$ cat src/rtl/lbarb_pkg.sv
package lbarb_pkg;
  localparam int N_REQ = 3;
  localparam int IDX_W = 2;

  typedef enum logic [IDX_W-1:0] {
    REQ_HOST = 2'd0,
    REQ_FN0  = 2'd1,
    REQ_FN1  = 2'd2
  } req_id_e;
endpackage

$ cat src/rtl/lbarb_cfg.sv
module lbarb_cfg
  import lbarb_pkg::*;
#(
  parameter int PRIO_W = 2,
  parameter int LAT_W  = 8
) (
  input  logic                           clk_i,
  input  logic                           rst_ni,
  input  logic                           prio_wr_i,
  input  logic [IDX_W-1:0]               prio_sel_i,
  input  logic [PRIO_W-1:0]              prio_data_i,
  input  logic                           lat_wr_i,
  input  logic [LAT_W-1:0]               lat_data_i,
  output logic [N_REQ-1:0][PRIO_W-1:0]   prio_o,
  output logic [LAT_W-1:0]               lat_o
);
  logic [N_REQ-1:0][PRIO_W-1:0] prio_q;
  logic [LAT_W-1:0]             lat_q;

  for (genvar i = 0; i < N_REQ; i++) begin : g_prio
    always_ff @(negedge clk_i or negedge rst_ni) begin
      if (!rst_ni)                                     prio_q[i] <= '0;
      else if (prio_wr_i && prio_sel_i == IDX_W'(i))   prio_q[i] <= prio_data_i;
    end
  end

  always_ff @(negedge clk_i or negedge rst_ni) begin
    if (!rst_ni)       lat_q <= '0;
    else if (lat_wr_i) lat_q <= lat_data_i;
  end

  assign prio_o = prio_q;
  assign lat_o  = lat_q;

  // unmapped select leaves every priority untouched
  a_r9_unmapped_sel: assert property (@(negedge clk_i) disable iff (!rst_ni)
    (prio_wr_i && prio_sel_i >= IDX_W'(N_REQ)) |=> (prio_o == $past(prio_o)));
endmodule

$ cat src/rtl/lbarb_pick.sv
module lbarb_pick
  import lbarb_pkg::*;
#(
  parameter int PRIO_W = 2
) (
  input  logic [N_REQ-1:0]             req_i,
  input  logic [N_REQ-1:0][PRIO_W-1:0] prio_i,
  output logic                         win_vld_o,
  output logic [IDX_W-1:0]             win_idx_o,
  output logic [N_REQ-1:0]             outranked_o
);
  logic [PRIO_W-1:0] best;

  // strict compare keeps the lower index on ties
  always_comb begin
    win_vld_o = 1'b0;
    win_idx_o = '0;
    best      = '0;
    for (int i = 0; i < N_REQ; i++) begin
      if (req_i[i] && (!win_vld_o || prio_i[i] > best)) begin
        win_vld_o = 1'b1;
        win_idx_o = IDX_W'(i);
        best      = prio_i[i];
      end
    end
  end

  for (genvar i = 0; i < N_REQ; i++) begin : g_outr
    always_comb begin
      outranked_o[i] = 1'b0;
      for (int j = 0; j < N_REQ; j++) begin
        if (j != i && req_i[j] && prio_i[j] > prio_i[i]) outranked_o[i] = 1'b1;
      end
    end
  end
endmodule

$ cat src/rtl/lbarb_tenure.sv
module lbarb_tenure #(
  parameter int LAT_W = 8
) (
  input  logic             clk_i,
  input  logic             rst_ni,
  input  logic             load_i,
  input  logic [LAT_W-1:0] lat_i,
  output logic             expired_o
);
  logic [LAT_W-1:0] cnt_q;

  // load L-1 so the tenure spans L edges including the grant edge
  always_ff @(negedge clk_i or negedge rst_ni) begin
    if (!rst_ni)                cnt_q <= '0;
    else if (load_i)            cnt_q <= (lat_i == '0) ? '0 : lat_i - LAT_W'(1);
    else if (cnt_q != '0)       cnt_q <= cnt_q - LAT_W'(1);
  end

  assign expired_o = (cnt_q == '0);

  // once expired, stays expired until the next grant
  a_r8_expired_sticky: assert property (@(negedge clk_i) disable iff (!rst_ni)
    (expired_o && !load_i) |=> expired_o);
endmodule

$ cat src/rtl/lbarb_top.sv
module lbarb_top
  import lbarb_pkg::*;
#(
  parameter int PRIO_W = 2,
  parameter int LAT_W  = 8
) (
  input  logic              clk_i,
  input  logic              rst_ni,
  input  logic [2:0]        req_i,
  output logic [2:0]        ack_o,
  input  logic              prio_wr_i,
  input  logic [1:0]        prio_sel_i,
  input  logic [PRIO_W-1:0] prio_data_i,
  input  logic              lat_wr_i,
  input  logic [LAT_W-1:0]  lat_data_i
);
  logic [N_REQ-1:0][PRIO_W-1:0] prio;
  logic [LAT_W-1:0]             lat;
  logic                         win_vld;
  logic [IDX_W-1:0]             win_idx;
  logic [N_REQ-1:0]             outr;
  logic                         tenure_done;
  logic [N_REQ-1:0]             ack_q;
  logic                         owner_vld, owner_req, owner_beaten, grant_load;

  lbarb_cfg #(.PRIO_W(PRIO_W), .LAT_W(LAT_W)) u_cfg (
    .clk_i, .rst_ni,
    .prio_wr_i, .prio_sel_i, .prio_data_i,
    .lat_wr_i, .lat_data_i,
    .prio_o (prio),
    .lat_o  (lat)
  );

  lbarb_pick #(.PRIO_W(PRIO_W)) u_pick (
    .req_i       (req_i),
    .prio_i      (prio),
    .win_vld_o   (win_vld),
    .win_idx_o   (win_idx),
    .outranked_o (outr)
  );

  lbarb_tenure #(.LAT_W(LAT_W)) u_tenure (
    .clk_i, .rst_ni,
    .load_i    (grant_load),
    .lat_i     (lat),
    .expired_o (tenure_done)
  );

  assign owner_vld    = |ack_q;
  assign owner_req    = |(ack_q & req_i);
  assign owner_beaten = |(ack_q & outr);
  assign grant_load   = !owner_vld && win_vld;

  always_ff @(negedge clk_i or negedge rst_ni) begin
    if (!rst_ni) begin
      ack_q <= '0;
    end else if (owner_vld) begin
      if (!owner_req || (tenure_done && owner_beaten)) ack_q <= '0;
    end else if (win_vld) begin
      ack_q <= N_REQ'(1) << win_idx;
    end
  end

  assign ack_o = ack_q;

  a_r4_one_ack: assert property (@(negedge clk_i) disable iff (!rst_ni)
    $onehot0(ack_o));

  a_r5_no_handover: assert property (@(negedge clk_i) disable iff (!rst_ni)
    (ack_o != '0) |=> (ack_o == '0 || ack_o == $past(ack_o)));

  a_r2_grant_when_idle: assert property (@(negedge clk_i) disable iff (!rst_ni)
    (ack_o == '0 && req_i != '0) |=> (ack_o != '0));

  a_r6_drop_release: assert property (@(negedge clk_i) disable iff (!rst_ni)
    (ack_o != '0 && (ack_o & req_i) == '0) |=> (ack_o == '0));

  a_r8_tenure_hold: assert property (@(negedge clk_i) disable iff (!rst_ni)
    (ack_o != '0 && (ack_o & req_i) != '0 && !tenure_done) |=> $stable(ack_o));

  a_r7_unbeaten_hold: assert property (@(negedge clk_i) disable iff (!rst_ni)
    (ack_o != '0 && (ack_o & req_i) != '0 && (ack_o & outr) == '0) |=> $stable(ack_o));
endmodule

$ cat config.mk
export PLATFORM = sky130hd
export DESIGN_NAME = lbarb_top
export DESIGN_NICKNAME = d
export VERILOG_FILES = /design/src/rtl/lbarb_pkg.sv /design/src/rtl/lbarb_cfg.sv /design/src/rtl/lbarb_pick.sv /design/src/rtl/lbarb_tenure.sv /design/src/rtl/lbarb_top.sv
export SDC_FILE = /design/constraint.sdc
export NUM_CORES = 1
export LEC_CHECK = 0
export BUFFER_PORTS_ARGS = -buffer_cell sky130_fd_sc_hd__buf_2
export CORE_MARGIN = 2
export CORE_UTILIZATION = 57
export CTS_CLUSTER_DIAMETER = 120
export DETAILED_ROUTE_END_ITERATION = 16
export GPL_ROUTABILITY_DRIVEN = 0
export PLACE_DENSITY = 0.77
export SYNTH_ARGS = -nofsm -noshare
export SYNTH_HDL_FRONTEND = slang
export SYNTH_SLANG_ARGS = --single-unit
$ cat constraint.sdc
create_clock -name clk_i -period 3.2 [get_ports clk_i]
set_clock_uncertainty 0.2 [all_clocks]
set_input_delay 0.48 -clock clk_i [delete_from_list [all_inputs] [get_ports clk_i]]
set_output_delay 0.48 -clock clk_i [all_outputs]
set_load 0.005 [all_outputs]
==> key figures <==
STA
  • Slew Limit Headroom: 63.37%
  • Worst-Margin Slew: 0.5453 ns
  • RSZ-0062 raised after global routing: true
  • Final setup violation count: 3
  • Final Hold Fails: 0
  • Hold Slack: 0.2545 ns
  • Slew Limit Fails: 0
  • Worst Slack Setup Final: -0.8765 ns

Synth
  • Unique masters post-synth: 43
  • Sequential fraction of the synthesis area: 38.31%
  • Post-Syn Area: 0.001633 mm^2
  • Post-synth ARST share: 100.0%
  • Primary FF master, synth: dfrtn_1
  • Avg Synthesized Cell Area: 9.605 um^2
  • Syn. warnings: 0
  • Post-Synthesis Cells: 170
  • EDFF count, synth: 0
  • Post-synthesis register bit count: 25
  • Syn nets: 202

Clock network
  • H-tree Lvls: 1
  • # clock sinks: 25
  • Worst skew pair latency: 0.31 ns
  • Clock slew at reported path FFs: 0.09 ns
  • Hold_buf cts: 0
  • Root Buffer: clkbuf_4
  • TritonCTS Buffers: 3
  • CTS Buffer Depth: 2
  • CTS tree: built

Min path
  • Worst hold-check path type: reg -> reg
  • HP Start: u_cfg.prio_o[4]

Layout
  • Ant. Diodes: 0
  • Layout Nets: 242
  • Layout cells sized above 1: 33.01%
  • Layout Area Growth over Synthesis: 25.44%
  • Fin cells: 240

Place
  • Final HPWL DP: 2.758 mm
  • Placed Cells: 230
  • Port Buffer Count: 21

Drt
  • Routed WL per cell: 14.88 um
  • Vias: 1428
  • 1st-iter DRT viols: 90
  • Vias/cell: 5.950
  • Final wirelength: 3.572 mm
  • Final ANT Viol Nets: 0
  • DR pass1 iterations: 4
  • Residual DRC: 0

Worst setup path
  • Crit path DAT: 2.44 ns
  • WS Path Type: in -> reg
  • Worst Path Required: 1.56 ns
  • Worst Setup End Kind: register
  • Startpoint Class: primary input
  • Max Fanout on Critical Path: 4
  • Setup crit start: req_i[0]
  • Reg2reg start: u_cfg.prio_o[1]

Run status
  • Status: complete, but fails checks
  • Failing checks: negative setup slack

Power and ir drop
  • Power Density: 696.3 mW/mm^2
  • Leak pwr: 0.0009393 uW
  • Max IR drop VDD: 0.4888 mV

GRT
  • Global Route Usage Sum: 25.12%
  • Largest net degree at the start of global routing: 26
  • Gr ovfl total: 0
  • Vias in the first global route: 1476
  • Initial antenna violation count: 0
  • First-pass GRT wire length: 6.472 mm

Floorplan
  • Initial core utilization: 59.73%
  • Cell Rows: 19
  • # IOs: 22
  • Core ar.: 0.002734 mm^2
  • Die area: 0.003309 mm^2
  • Vert. Die Dim: 57.52 um
  • Die width: 57.52 um

Job
  • MaxCap Viol Count: 0
==> worst max-delay path: stages <==
cell,delay (ns)
buf_8,0.08
nand2_4,0.05
ha_4,0.26
nor2b_4,0.12
o21ai_2,0.07
a21boi_2,0.23
nor2_1,0.08
a21oi_1,0.15
ha_1,0.28
buf_4,0.16
a2bb2oi_4,0.15
a21oi_2,0.07
a32oi_1,0.16
o21ai_1,0.10
==> final timing paths <==
kind	end	cells after the start	slack [ns]
setup reg to reg	ack_o[1]	13	0.47
setup / recovery	ack_o[1]	14	-0.88
hold reg to reg	u_cfg.prio_o[4]	1	0.25
min in group asynchronous	ack_o[1]	1	1.41
max in group asynchronous	u_tenure.cnt_q[0]	1	1.00
hold / removal	u_cfg.prio_o[4]	1	0.25
==> layer usage <==
layer  routed length [um]  GRT usage [%]  vias to the layer above
met5                    0              0                        -
met3                  220          3.628                        9
li1                     -              -                      694
met1                 1534          32.41                      670
met2                 1759          42.86                       55
met4                   57          8.970                        0
==> report_power, final <==
group | leakage, uW | switching, uW | internal, uW
combinational | 0.000625 | 388 | 386
clock | 0.0000150 | 94.3 | 48.9
sequential | 0.000299 | 91.5 | 417
==> placed cells by master (no fill, tap or decap), types with 3 or more instances in the layout <==
cell type	netlist	final
dfrtn_1	25	25
buf_2	0	20
nand2_1	19	18
buf_4	0	18
inv_1	11	11
ha_1	13	10
mux2_2	10	9
nor2_1	8	8
a21oi_1	9	8
xor2_1	6	6
nor3_1	5	5
o21ai_0	6	5
a22oi_1	4	4
xnor2_1	4	4
nor2b_1	5	3
o211ai_1	3	3
nand3b_1	3	3
ha_4	0	3
clkbuf_4	0	3
==> final cells by class <==
cell class | instances | area (um^2)
Clock buffer | 4 | 26.28
Fill cell | 183 | 685.7
Inverter | 11 | 41.29
Multi-Input combinational cell | 129 | 1055
Sequential cell | 25 | 625.6
Tap cell | 31 | 38.79
Timing Repair Buffer | 40 | 261.5
==> kinds of logic after synthesis <==
kind of cell | after synthesis | synth area share (%)
simple gates | 56 | 18.39
compound gates | 38 | 15.56
flops | 25 | 38.31
buf+inv | 16 | 4.138
fa+ha+maj | 13 | 9.962
mux | 12 | 8.276
xor+xnor | 10 | 5.364
==> state kept, by name (all words and copies together), names as in the netlist <==
signal / count
u_cfg.lat_o: 8
u_tenure.cnt_q: 8
u_cfg.prio_o: 6
ack_o: 3
==> Yosys cell counts (2+ instances only) <==
cell / n / share of area (%)
a21oi_1: 9 / 2.8
a22oi_1: 4 / 1.8
a2bb2oi_1: 2 / 1.1
and2_1: 2 / 0.77
clkbuf_1: 4 / 0.92
dfrtn_1: 25 / 38
ha_1: 13 / 10
inv_1: 11 / 2.5
mux2_1: 2 / 1.4
mux2_2: 10 / 6.9
nand2_1: 19 / 4.4
nand2b_1: 2 / 0.77
nand3_1: 2 / 0.61
nand3b_1: 3 / 1.4
nor2_1: 8 / 1.8
nor2b_1: 5 / 1.9
nor3_1: 5 / 1.5
nor4_1: 2 / 0.77
o211ai_1: 3 / 1.4
o21ai_0: 6 / 1.8
o22ai_1: 2 / 0.77
o31ai_1: 2 / 0.92
xnor2_1: 4 / 2.1
xor2_1: 6 / 3.2
==> repair_timing <==
item | CTS | global route
gates cloned | 0 | 0
resized for setup | 7 | 7
setup endpoints to repair | 6 | 10
hold endpoints to repair | 0 | 0
setup buffers | 5 | 1
pin swaps | 7 | 11
==> metrics by stage <==
stage	TNS (ns)	total power (uW)	util, %	setup WS (ns)	cell area (um^2)
5_1_grt	-2.671	1540	74.92	-0.9491	2048
3_3_place_gp	-5.123	1117	69.61	-1.194	1903
2_1_floorplan	-5.703	955.0	-	-1.145	1709
6_report	-2.455	1426	74.92	-0.8765	2048
3_5_place_dp	-5.872	1166	69.61	-1.380	1903
4_1_cts	-2.433	1360	72.95	-0.8291	1994
No activity file was read; power rests on OpenSTA's default activity.
